## src/rtl/mst_alloc_pkg.sv

```systemverilog
package mst_alloc_pkg;
   localparam int REG_DATA_W = 32;
   localparam int HALF_W     = 16;

   typedef enum logic [1:0] {
      UPD_NONE   = 2'd0,
      UPD_TRIG   = 2'd1,
      UPD_NOTRIG = 2'd2
   } upd_code_e;

   typedef enum logic [1:0] {
      ST_IDLE       = 2'd0,
      ST_WAIT_ACK   = 2'd1,
      ST_WAIT_FRAME = 2'd2
   } commit_st_e;
endpackage

```

## src/rtl/alloc_shadow_regs.sv

```systemverilog
module alloc_shadow_regs
   import mst_alloc_pkg::*;
#(
   parameter int NUM_ENTRIES = 4,
   parameter int ENTRY_W     = 10,
   parameter int ADDR_W      = 2
) (
   input  logic                           clk,
   input  logic                           rst_n,
   input  logic                           wr_en,
   input  logic [ADDR_W-1:0]              wr_addr,
   input  logic [REG_DATA_W-1:0]          wr_data,
   output logic [NUM_ENTRIES*ENTRY_W-1:0] shadow_flat
);
   if (ENTRY_W > HALF_W) begin : g_bad_entry_w
      $error("shadow entry wider than half a register");
   end

   for (genvar e = 0; e < NUM_ENTRIES; e++) begin : g_entry
      localparam int PAIR = e / 2;
      localparam int LSB  = (e % 2) * HALF_W;
      always_ff @(posedge clk or negedge rst_n) begin
         if (!rst_n) begin
            shadow_flat[e*ENTRY_W +: ENTRY_W] <= '0;
         end else if (wr_en && wr_addr == ADDR_W'(PAIR)) begin
            shadow_flat[e*ENTRY_W +: ENTRY_W] <= wr_data[LSB +: ENTRY_W];
         end
      end
   end
endmodule

```

## src/rtl/alloc_commit_fsm.sv

```systemverilog
module alloc_commit_fsm
   import mst_alloc_pkg::*;
(
   input  logic       clk,
   input  logic       rst_n,
   input  logic       cmd_wr,
   input  logic [1:0] cmd_code,
   input  logic       trig_ack,
   input  logic       frame_strobe,
   output logic       trig_req,
   output logic       commit,
   output logic [1:0] upd_code
);
   commit_st_e state;

   assign commit = (state == ST_WAIT_FRAME) && frame_strobe;

   always_ff @(posedge clk or negedge rst_n) begin
      if (!rst_n) begin
         state    <= ST_IDLE;
         trig_req <= 1'b0;
         upd_code <= UPD_NONE;
      end else begin
         trig_req <= 1'b0;
         unique case (state)
            ST_IDLE: begin
               if (cmd_wr && cmd_code == UPD_TRIG) begin
                  state    <= ST_WAIT_ACK;
                  trig_req <= 1'b1;
                  upd_code <= UPD_TRIG;
               end else if (cmd_wr && cmd_code == UPD_NOTRIG) begin
                  state    <= ST_WAIT_FRAME;
                  upd_code <= UPD_NOTRIG;
               end
            end
            ST_WAIT_ACK: begin
               if (trig_ack) state <= ST_WAIT_FRAME;
            end
            ST_WAIT_FRAME: begin
               if (frame_strobe) begin
                  state    <= ST_IDLE;
                  upd_code <= UPD_NONE;
               end
            end
            default: state <= ST_IDLE;
         endcase
      end
   end

   AST_TRIG_SINGLE: assert property (@(posedge clk) disable iff (!rst_n)
      trig_req |=> !trig_req);
   AST_TRIG_FROM_CMD: assert property (@(posedge clk) disable iff (!rst_n)
      trig_req |-> $past(cmd_wr && cmd_code == UPD_TRIG));
   AST_BUSY_IGNORE: assert property (@(posedge clk) disable iff (!rst_n)
      (upd_code != UPD_NONE && cmd_wr && !frame_strobe) |=> $stable(upd_code));
   AST_NOTRIG_QUIET: assert property (@(posedge clk) disable iff (!rst_n)
      (upd_code == UPD_NOTRIG) |-> !trig_req);
endmodule

```

## src/rtl/alloc_keepout_ctr.sv

```systemverilog
module alloc_keepout_ctr #(
   parameter int KEEPOUT_MTPS = 16
) (
   input  logic clk,
   input  logic rst_n,
   input  logic start,
   input  logic mtp_strobe,
   output logic keepout
);
   localparam int CNT_W = $clog2(KEEPOUT_MTPS + 1);

   if (KEEPOUT_MTPS < 1) begin : g_bad_count
      $error("keepout count must be at least one");
   end

   logic [CNT_W-1:0] cnt;

   always_ff @(posedge clk or negedge rst_n) begin
      if (!rst_n) begin
         keepout <= 1'b0;
         cnt     <= '0;
      end else if (start) begin
         keepout <= 1'b1;
         cnt     <= '0;
      end else if (keepout && mtp_strobe) begin
         if (cnt == CNT_W'(KEEPOUT_MTPS - 1)) begin
            keepout <= 1'b0;
            cnt     <= '0;
         end else begin
            cnt <= cnt + 1'b1;
         end
      end
   end

   AST_KEEPOUT_HOLD: assert property (@(posedge clk) disable iff (!rst_n)
      (keepout && !mtp_strobe) |=> keepout);
   AST_CNT_BOUND: assert property (@(posedge clk) disable iff (!rst_n)
      cnt < CNT_W'(KEEPOUT_MTPS));
endmodule

```

## src/rtl/alloc_active_table.sv

```systemverilog
module alloc_active_table #(
   parameter int NUM_ENTRIES = 4,
   parameter int ENTRY_W     = 10
) (
   input  logic                           clk,
   input  logic                           rst_n,
   input  logic                           load,
   input  logic [NUM_ENTRIES*ENTRY_W-1:0] shadow_flat,
   output logic [NUM_ENTRIES*ENTRY_W-1:0] active_flat
);
   for (genvar e = 0; e < NUM_ENTRIES; e++) begin : g_entry
      always_ff @(posedge clk or negedge rst_n) begin
         if (!rst_n) begin
            active_flat[e*ENTRY_W +: ENTRY_W] <= '0;
         end else if (load) begin
            active_flat[e*ENTRY_W +: ENTRY_W] <= shadow_flat[e*ENTRY_W +: ENTRY_W];
         end
      end
   end
endmodule

```

## src/rtl/mst_alloc_commit.sv

```systemverilog
module mst_alloc_commit
   import mst_alloc_pkg::*;
#(
   parameter int NUM_ENTRIES  = 4,
   parameter int SRC_W        = 4,
   parameter int SLOT_W       = 6,
   parameter int ADDR_W       = 2,
   parameter int KEEPOUT_MTPS = 16
) (
   input  logic                          clk,
   input  logic                          rst_n,
   input  logic                          wr_en,
   input  logic [ADDR_W-1:0]             wr_addr,
   input  logic [REG_DATA_W-1:0]         wr_data,
   input  logic                          trig_ack,
   input  logic                          frame_strobe,
   input  logic                          mtp_strobe,
   output logic                          trig_req,
   output logic [1:0]                    upd_state,
   output logic                          keepout,
   output logic [NUM_ENTRIES*SRC_W-1:0]  active_src,
   output logic [NUM_ENTRIES*SLOT_W-1:0] active_slots
);
   localparam int ENTRY_W  = SRC_W + SLOT_W;
   localparam int CMD_ADDR = NUM_ENTRIES / 2;

   if (NUM_ENTRIES % 2 != 0) begin : g_bad_entries
      $error("entry count must be even");
   end
   if (CMD_ADDR >= (1 << ADDR_W)) begin : g_bad_addr
      $error("address width too small for update field");
   end

   logic [NUM_ENTRIES*ENTRY_W-1:0] shadow_flat;
   logic [NUM_ENTRIES*ENTRY_W-1:0] active_flat;
   logic                           cmd_wr;
   logic                           commit;

   assign cmd_wr = wr_en && (wr_addr == ADDR_W'(CMD_ADDR));

   alloc_shadow_regs #(
      .NUM_ENTRIES(NUM_ENTRIES), .ENTRY_W(ENTRY_W), .ADDR_W(ADDR_W)
   ) i_shadow (
      .clk(clk), .rst_n(rst_n), .wr_en(wr_en), .wr_addr(wr_addr),
      .wr_data(wr_data), .shadow_flat(shadow_flat)
   );

   alloc_commit_fsm i_fsm (
      .clk(clk), .rst_n(rst_n), .cmd_wr(cmd_wr), .cmd_code(wr_data[1:0]),
      .trig_ack(trig_ack), .frame_strobe(frame_strobe),
      .trig_req(trig_req), .commit(commit), .upd_code(upd_state)
   );

   alloc_active_table #(
      .NUM_ENTRIES(NUM_ENTRIES), .ENTRY_W(ENTRY_W)
   ) i_active (
      .clk(clk), .rst_n(rst_n), .load(commit),
      .shadow_flat(shadow_flat), .active_flat(active_flat)
   );

   alloc_keepout_ctr #(
      .KEEPOUT_MTPS(KEEPOUT_MTPS)
   ) i_keepout (
      .clk(clk), .rst_n(rst_n), .start(commit),
      .mtp_strobe(mtp_strobe), .keepout(keepout)
   );

   for (genvar e = 0; e < NUM_ENTRIES; e++) begin : g_split
      assign active_slots[e*SLOT_W +: SLOT_W] = active_flat[e*ENTRY_W +: SLOT_W];
      assign active_src[e*SRC_W +: SRC_W]     = active_flat[e*ENTRY_W + SLOT_W +: SRC_W];
   end

   AST_ACTIVE_HOLD: assert property (@(posedge clk) disable iff (!rst_n)
      (upd_state == 2'd0) |=> ($stable(active_src) && $stable(active_slots)));
   AST_KEEPOUT_ON_COMMIT: assert property (@(posedge clk) disable iff (!rst_n)
      ($past(upd_state != 2'd0) && upd_state == 2'd0) |-> keepout);
endmodule

```

## config.mk

```make
export PLATFORM = sky130hd
export DESIGN_NAME = mst_alloc_commit
export DESIGN_NICKNAME = d
export VERILOG_FILES = /design/src/rtl/mst_alloc_pkg.sv /design/src/rtl/alloc_shadow_regs.sv /design/src/rtl/alloc_commit_fsm.sv /design/src/rtl/alloc_keepout_ctr.sv /design/src/rtl/alloc_active_table.sv /design/src/rtl/mst_alloc_commit.sv
export SDC_FILE = /design/constraint.sdc
export NUM_CORES = 1
export LEC_CHECK = 0
export ABC_AREA = 1
export BUFFER_PORTS_ARGS = -buffer_cell sky130_fd_sc_hd__clkbuf_2
export CORE_MARGIN = 3
export CORE_UTILIZATION = 48
export CTS_BUF_LIST = sky130_fd_sc_hd__clkbuf_16
export CTS_CLUSTER_DIAMETER = 200
export CTS_CLUSTER_SIZE = 10
export DETAILED_ROUTE_END_ITERATION = 8
export GPL_TIMING_DRIVEN = 0
export PLACE_DENSITY = 0.8
export SYNTH_ARGS = -nofsm -noshare
export SYNTH_HDL_FRONTEND = slang
export SYNTH_SLANG_ARGS = --single-unit
```

## constraint.sdc

```tcl
create_clock -name clk -period 0.97 [get_ports clk]
set_input_delay 0 -clock clk [delete_from_list [all_inputs] [get_ports clk]]
set_output_delay 0 -clock clk [all_outputs]
set_load 0.01 [all_outputs]
```

# Word level (Yosys, flattened, before mapping)
# Index checks and enable logic that the tools add are counted.
dict set report word_totals {
  input_bits 40
  regBits 91
  output_inout_bits 44
  wordCells 53
}
dict set report classes {
  addsub 1
  eq_ne 10
  reduce_logical 15
  muxes 14
}
# op count
set op_table {}
lappend op_table {{$mux 5} 3}
lappend op_table {{$mux 2} 4}
lappend op_table {{$logic_and 1x1->1} 7}
lappend op_table {{$eq 2x1->1 const B} 3}
lappend op_table {{$eq 2x2->1 const B} 3}
lappend op_table {{$pmux 2 s3} 1}
lappend op_table {{$reduce_and 3->1} 2}
lappend op_table {{$reduce_bool 2->1} 3}
lappend op_table {{$add 5x1->5 const B} 1}
lappend op_table {{$eq 5x4->1 const B} 1}
lappend op_table {{$mux 1} 5}
lappend op_table {{$logic_not 2->1} 2}
lappend op_table {{$ne 2x2->1 const B} 2}
lappend op_table {{$pmux 2 s2} 1}
lappend op_table {{$ne 3x1->1 const B} 1}
lappend op_table {{$reduce_and 2->1} 1}

# Logic depth before layout (Yosys ltp)
dict set report logic_depth {
  ltp_word 6
  ltp_mapped 7
  depth_no_buf 7
}

# Modules after synthesis
# Synthesis repeated with hierarchy kept, for this count alone.
dict set report unflattened {
  cells_unflattened 428
  hier_area_um2 3821.2
}
# mod area_each_um2 cells_per_inst seq_area_each_um2 n_inst
set modules_own_cells {}
lappend modules_own_cells {alloc_shadow_regs 1617.8 179 1001.0 1}
lappend modules_own_cells {alloc_active_table 1605.3 170 1001.0 1}
lappend modules_own_cells {alloc_keepout_ctr 322.8 44 150.1 1}
lappend modules_own_cells {alloc_commit_fsm 265.3 33 125.1 1}
lappend modules_own_cells {mst_alloc_commit 10.0 2 0.0 1}

# Worst setup path after synthesis
# No wires, ideal clock.
dict set report synth_timing {
  path_type {reg2reg}
  startpoint {register i_fsm.state[1]}
  endpoint {register i_fsm.state[1]}
  path_stages_with_launch 6
  path_buffers 0
  synth_period_minus_slack_ps 1034
  setup_slack_ps -64
  t_arrival_ps 913
  required_ps 849
  setup_time_ps 121
  path_cell_list {dfrtp_1 > inv_1 > nand2_1 > or2_2 > nand4_1 > nand2_1}
}
dict set report synth_via {
  elab_chain_cells 3
  elab_cells_between_ends 8
  cone_classes {eq/ne: 5; mux: 1; reduce/logical: 2}
}
# element line
set synth_lines {}
lappend synth_lines {{from (decl)} alloc_commit_fsm.sv:14} ;# commit_st_e state;
lappend synth_lines {{from (signal assigned)} alloc_commit_fsm.sv:20} ;# state <= ST_IDLE;
lappend synth_lines {{from (signal assigned)} alloc_commit_fsm.sv:28} ;# state <= ST_WAIT_ACK;
lappend synth_lines {{from (signal assigned)} alloc_commit_fsm.sv:32} ;# state <= ST_WAIT_FRAME;
lappend synth_lines {{$eq 2x2->1, or another cell as far along} alloc_commit_fsm.sv:25} ;# unique case (state)
lappend synth_lines {{$ne 2x2->1 (no line) or $ne 3x1->1 (tied branches)} n/a}
lappend synth_lines {{$reduce_and 3->1 (no line)} n/a}
# Several ways; a longest one is shown, not always the timed one.
# A chain may end at the register's enable or synchronous reset.

# Worst setup path after layout
dict set report layout_timing {
  startpoint {register i_fsm.state[0]}
  endpoint {register i_keepout.keepout}
}
dict set report layout_via {
  elab_chain_cells 4
  elab_cells_between_ends 6
  cone_classes {eq/ne: 1; mux: 1; reduce/logical: 4}
}
# element line
set layout_lines {}
lappend layout_lines {{$eq 2x2->1 *} alloc_commit_fsm.sv:16} ;# assign commit = (state == ST_WAIT_FRAME) && frame_strobe;
lappend layout_lines {{$logic_and 1x1->1 *} alloc_commit_fsm.sv:16}
lappend layout_lines {{$reduce_bool 2->1 (no line)} n/a}
lappend layout_lines {{$reduce_and 2->1 (no line)} n/a}
lappend layout_lines {{to (signal assigned)} alloc_keepout_ctr.sv:20} ;# keepout <= 1'b0;
lappend layout_lines {{to (signal assigned)} alloc_keepout_ctr.sv:23} ;# keepout <= 1'b1;
lappend layout_lines {{to (signal assigned)} alloc_keepout_ctr.sv:27} ;# keepout <= 1'b0;
lappend layout_lines {{to (decl)} alloc_keepout_ctr.sv:8} ;# output logic keepout
# Mark *: on every way between the ends. The rest lies on a longest branch, timed or not.

==> reports/results.txt <==
total negative slack: -8.40 ns
Final setup viols: 50
relative slew slack: 65.4%
final hold viol count: 3
Final min period: 1.20 ns
Avg Vias per Cell: 4.91
met2 Use GR: 37.9%
area delta synth->final: 38.0%
Initial Util: 50.4%
WL final: 8820 um
Startpoint Class: flip-flop
Final WS setup: -0.225 ns
Worst EP arrival: 1.42 ns
DRT iter0 DRCs: 201
post-synthesis sequential area ratio: 65.0%
GR peak layer: met2
Min-Delay Path Class: input pin to flip-flop
Synthesized Nets: 429
DRC: 0
area of the core: 6940 um^2
fin nets: 547
vias in the first global route: 3091
failing checks: negative hold slack, negative setup slack
Worst-Margin Slew: 0.519 ns
leading area contributor after synthesis: dfrtp_1
clock tree from TritonCTS: done
Post-synth ARST share: 100%
max-cap viol count: 0
synth top area cells: dfrtp_1 (65%), nand2_1 (20%), o21ai_0 (6.0%), inv_1 (2.9%), nand3_1 (1.1%)
root buf cell: clkbuf_16
Cell Area, Placed: 4030 um^2
RSZ-0062 raised after global routing: yes
met3 usage: 3.15%
ant diodes: 0
grt total ovfl: 0
I/O pin count: 84
Power Total: 13700 uW
P per Cell Area: 2840 nW/um^2
leak pwr: 0.00264 uW
fmax: 837 MHz
first-pass GRT wire length: 14600 um
I/O Buffers: 71
Most used DFF post-synth: dfrtp_1
max-slew violations: 0
total track usage: 22.1%
#FFs+latches synth: 91
die width: 91.4 um
critical path data required time: 1.19 ns
initial antenna violation count: 0
HPWL Detailed: 5370 um
pin count of the biggest net entering global routing: 57
Yosys warnings: 0
clock-pin slew on the worst setup and hold paths: 0.06 ns
Synth Area per Inst: 9.03 um^2
Max VDD drop: 1.46 mV
Post-synth EDFFs: 0
clock insertion delay at the later pin of the skew report: 0.33 ns
die area: 8360 um^2
Die Ht: 91.4 um
period utilization: 123%
wire length per cell: 14.5 um
count of cell types in the netlist: 18
H-Tree Level Count: 3
gpl congestion: 0.734
cell count after synthesis: 388
CTS Buffer Depth: 2
worst hold slack: -0.0166 ns
Final Non-Filler Cells: 607
routing usage on met1: 28.6%
Post-Place Worst Slack: -0.189 ns
fin area: 4830 um^2
status: complete, but fails checks
WS Path Type: flip-flop to flip-flop
TritonCTS buffer count: 9
Num Clock Sinks: 91
CP Capture Type: flip-flop
placed cell count: 556
Post-synth top cells: nand2_1 (183), dfrtp_1 (91), o21ai_0 (42)
row count: 30
clk_skew: 0.00454 ns
antenna-violating nets left: 0
cell with the most instances after synthesis: nand2_1
synthesized area: 3500 um^2
via count: 2982
layout cells sized above 1: 24.7%
Synth top area share: 65.0%
CP max FO: 5
Pre-antenna DRT Iters: 4
==> cell type report <==
class	instances	area, um^2
well taps	96	120
fillers	527	2110
clock inverters	7	92.6
plain buffers	16	124
clock buffers	9	225
repair buffers	106	747
flip-flops and latches	91	2280
multi-input cells	253	1130
inverters	29	116
==> timing repair <==
item                                   in CTS  in global routing
setup endpoints to repair                  49                 83
cloned                                      2                  1
endpoints found under the hold margin      77                  0
buffers inserted                            5                  4
hold buffers                               23                  0
gates resized for setup                    34                  7
pin swaps                                   5                  5
==> registers in the layout, summed over array words and instances (netlist names) <==
signal / cells
i_keepout.keepout: 1
i_fsm.state: 2
i_shadow.shadow_flat: 40
i_fsm.upd_code: 2
i_active.active_flat: 40
i_keepout.cnt: 5
i_fsm.trig_req: 1
==> final timing paths <==
path	endpoint	slack, ns	cells past startpoint	startpoint
max in group asynchronous	i_shadow.shadow_flat[29]$_DFFE_PN0P_	0.20	3	rst_n
worst min-delay path	i_fsm.trig_req$_DFF_PN0_	-0.02	4	wr_data[1]
min in group asynchronous	i_fsm.upd_code[0]$_DFFE_PN0P_	0.16	2	rst_n
worst max-delay path	i_keepout.keepout$_DFFE_PN0P_	-0.23	6	i_fsm.state[0]$_DFFE_PN0P_
worst min register to register	i_active.active_flat[20]$_DFFE_PN0P_	0.47	2	i_shadow.shadow_flat[20]$_DFFE_PN0P_
worst max register to register	i_keepout.keepout$_DFFE_PN0P_	-0.23	6	i_fsm.state[0]$_DFFE_PN0P_
==> placed cells by master (no fill, tap or decap) <==
master         Yosys  routed
nand2_1          183     179
dfrtp_1           91      90
clkbuf_2           0      70
o21ai_0           42      40
inv_1             27      27
dlygate4sd3_1      0      23
buf_4              0      10
clkbuf_16          0      10
clkbuf_1           8       8
nor2_1             8       7
nand3_1            8       5
nand2_2            1       4
buf_8              0       4
buf_6              0       4
nand3_2            0       3
nand4_1            3       3
inv_2              2       2
nand3_4            1       2
clkinvlp_4         0       2
bufinv_16          0       2
buf_16             0       2
nor2_4             0       1
nand2_4            0       1
o21ai_1            0       1
inv_8              0       1
or2_4              0       1
nand3b_1           1       1
nor3_4             0       1
a21oi_2            0       1
o21ai_2            0       1
a21oi_1            2       1
ha_2               0       1
inv_6              0       1
clkinv_2           0       1
dfrtp_2            0       1
==> logic make-up (layout without fill, tap and decap cells) <==
group | count (synthesis) | count (layout) | share of synthesized area [%]
DFF | 91 | 91 | 65.0
AOI/OAI and AO/OA | 44 | 44 | 6.29
adders and majority gates | 1 | 1 | 0.357
and+or+nand+nor | 207 | 208 | 23.4
buffers and inverters | 45 | 167 | 4.97
==> critical path: stages, from the launching register on <==
cell and delay [ns]:
dfrtp_1 0.40, inv_2 0.10, nand3_4 0.17, nand2_2 0.16, nand3_1 0.11, nand2_1 0.08, nand2_1 0.05
==> metal layers <==
layer | part of all wire [%] | wire length [um] | vias to the layer above
met5 | 0 | 0 | -
met4 | 1.7 | 148 | 0
met3 | 5.1 | 447 | 15
met2 | 51 | 4480 | 92
met1 | 42 | 3740 | 1437
li1 | - | - | 1438
==> per-stage QoR <==
stage / hold slack [ns] / util (%)
finish: -0.0166 / 69.6
global route: 0.0190 / 69.6
floorplan: -0.296 / -
detailed placement: 0.0312 / 58.0
global placement: 0.258 / 57.5
CTS: 0.0157 / 68.5
==> power by group <==
part	switching (uW)	internal (uW)
clock	1450	2250
combinational	2330	1820
sequential	783	5060
total	4570	9130
No activity file was read; power rests on OpenSTA's default activity.
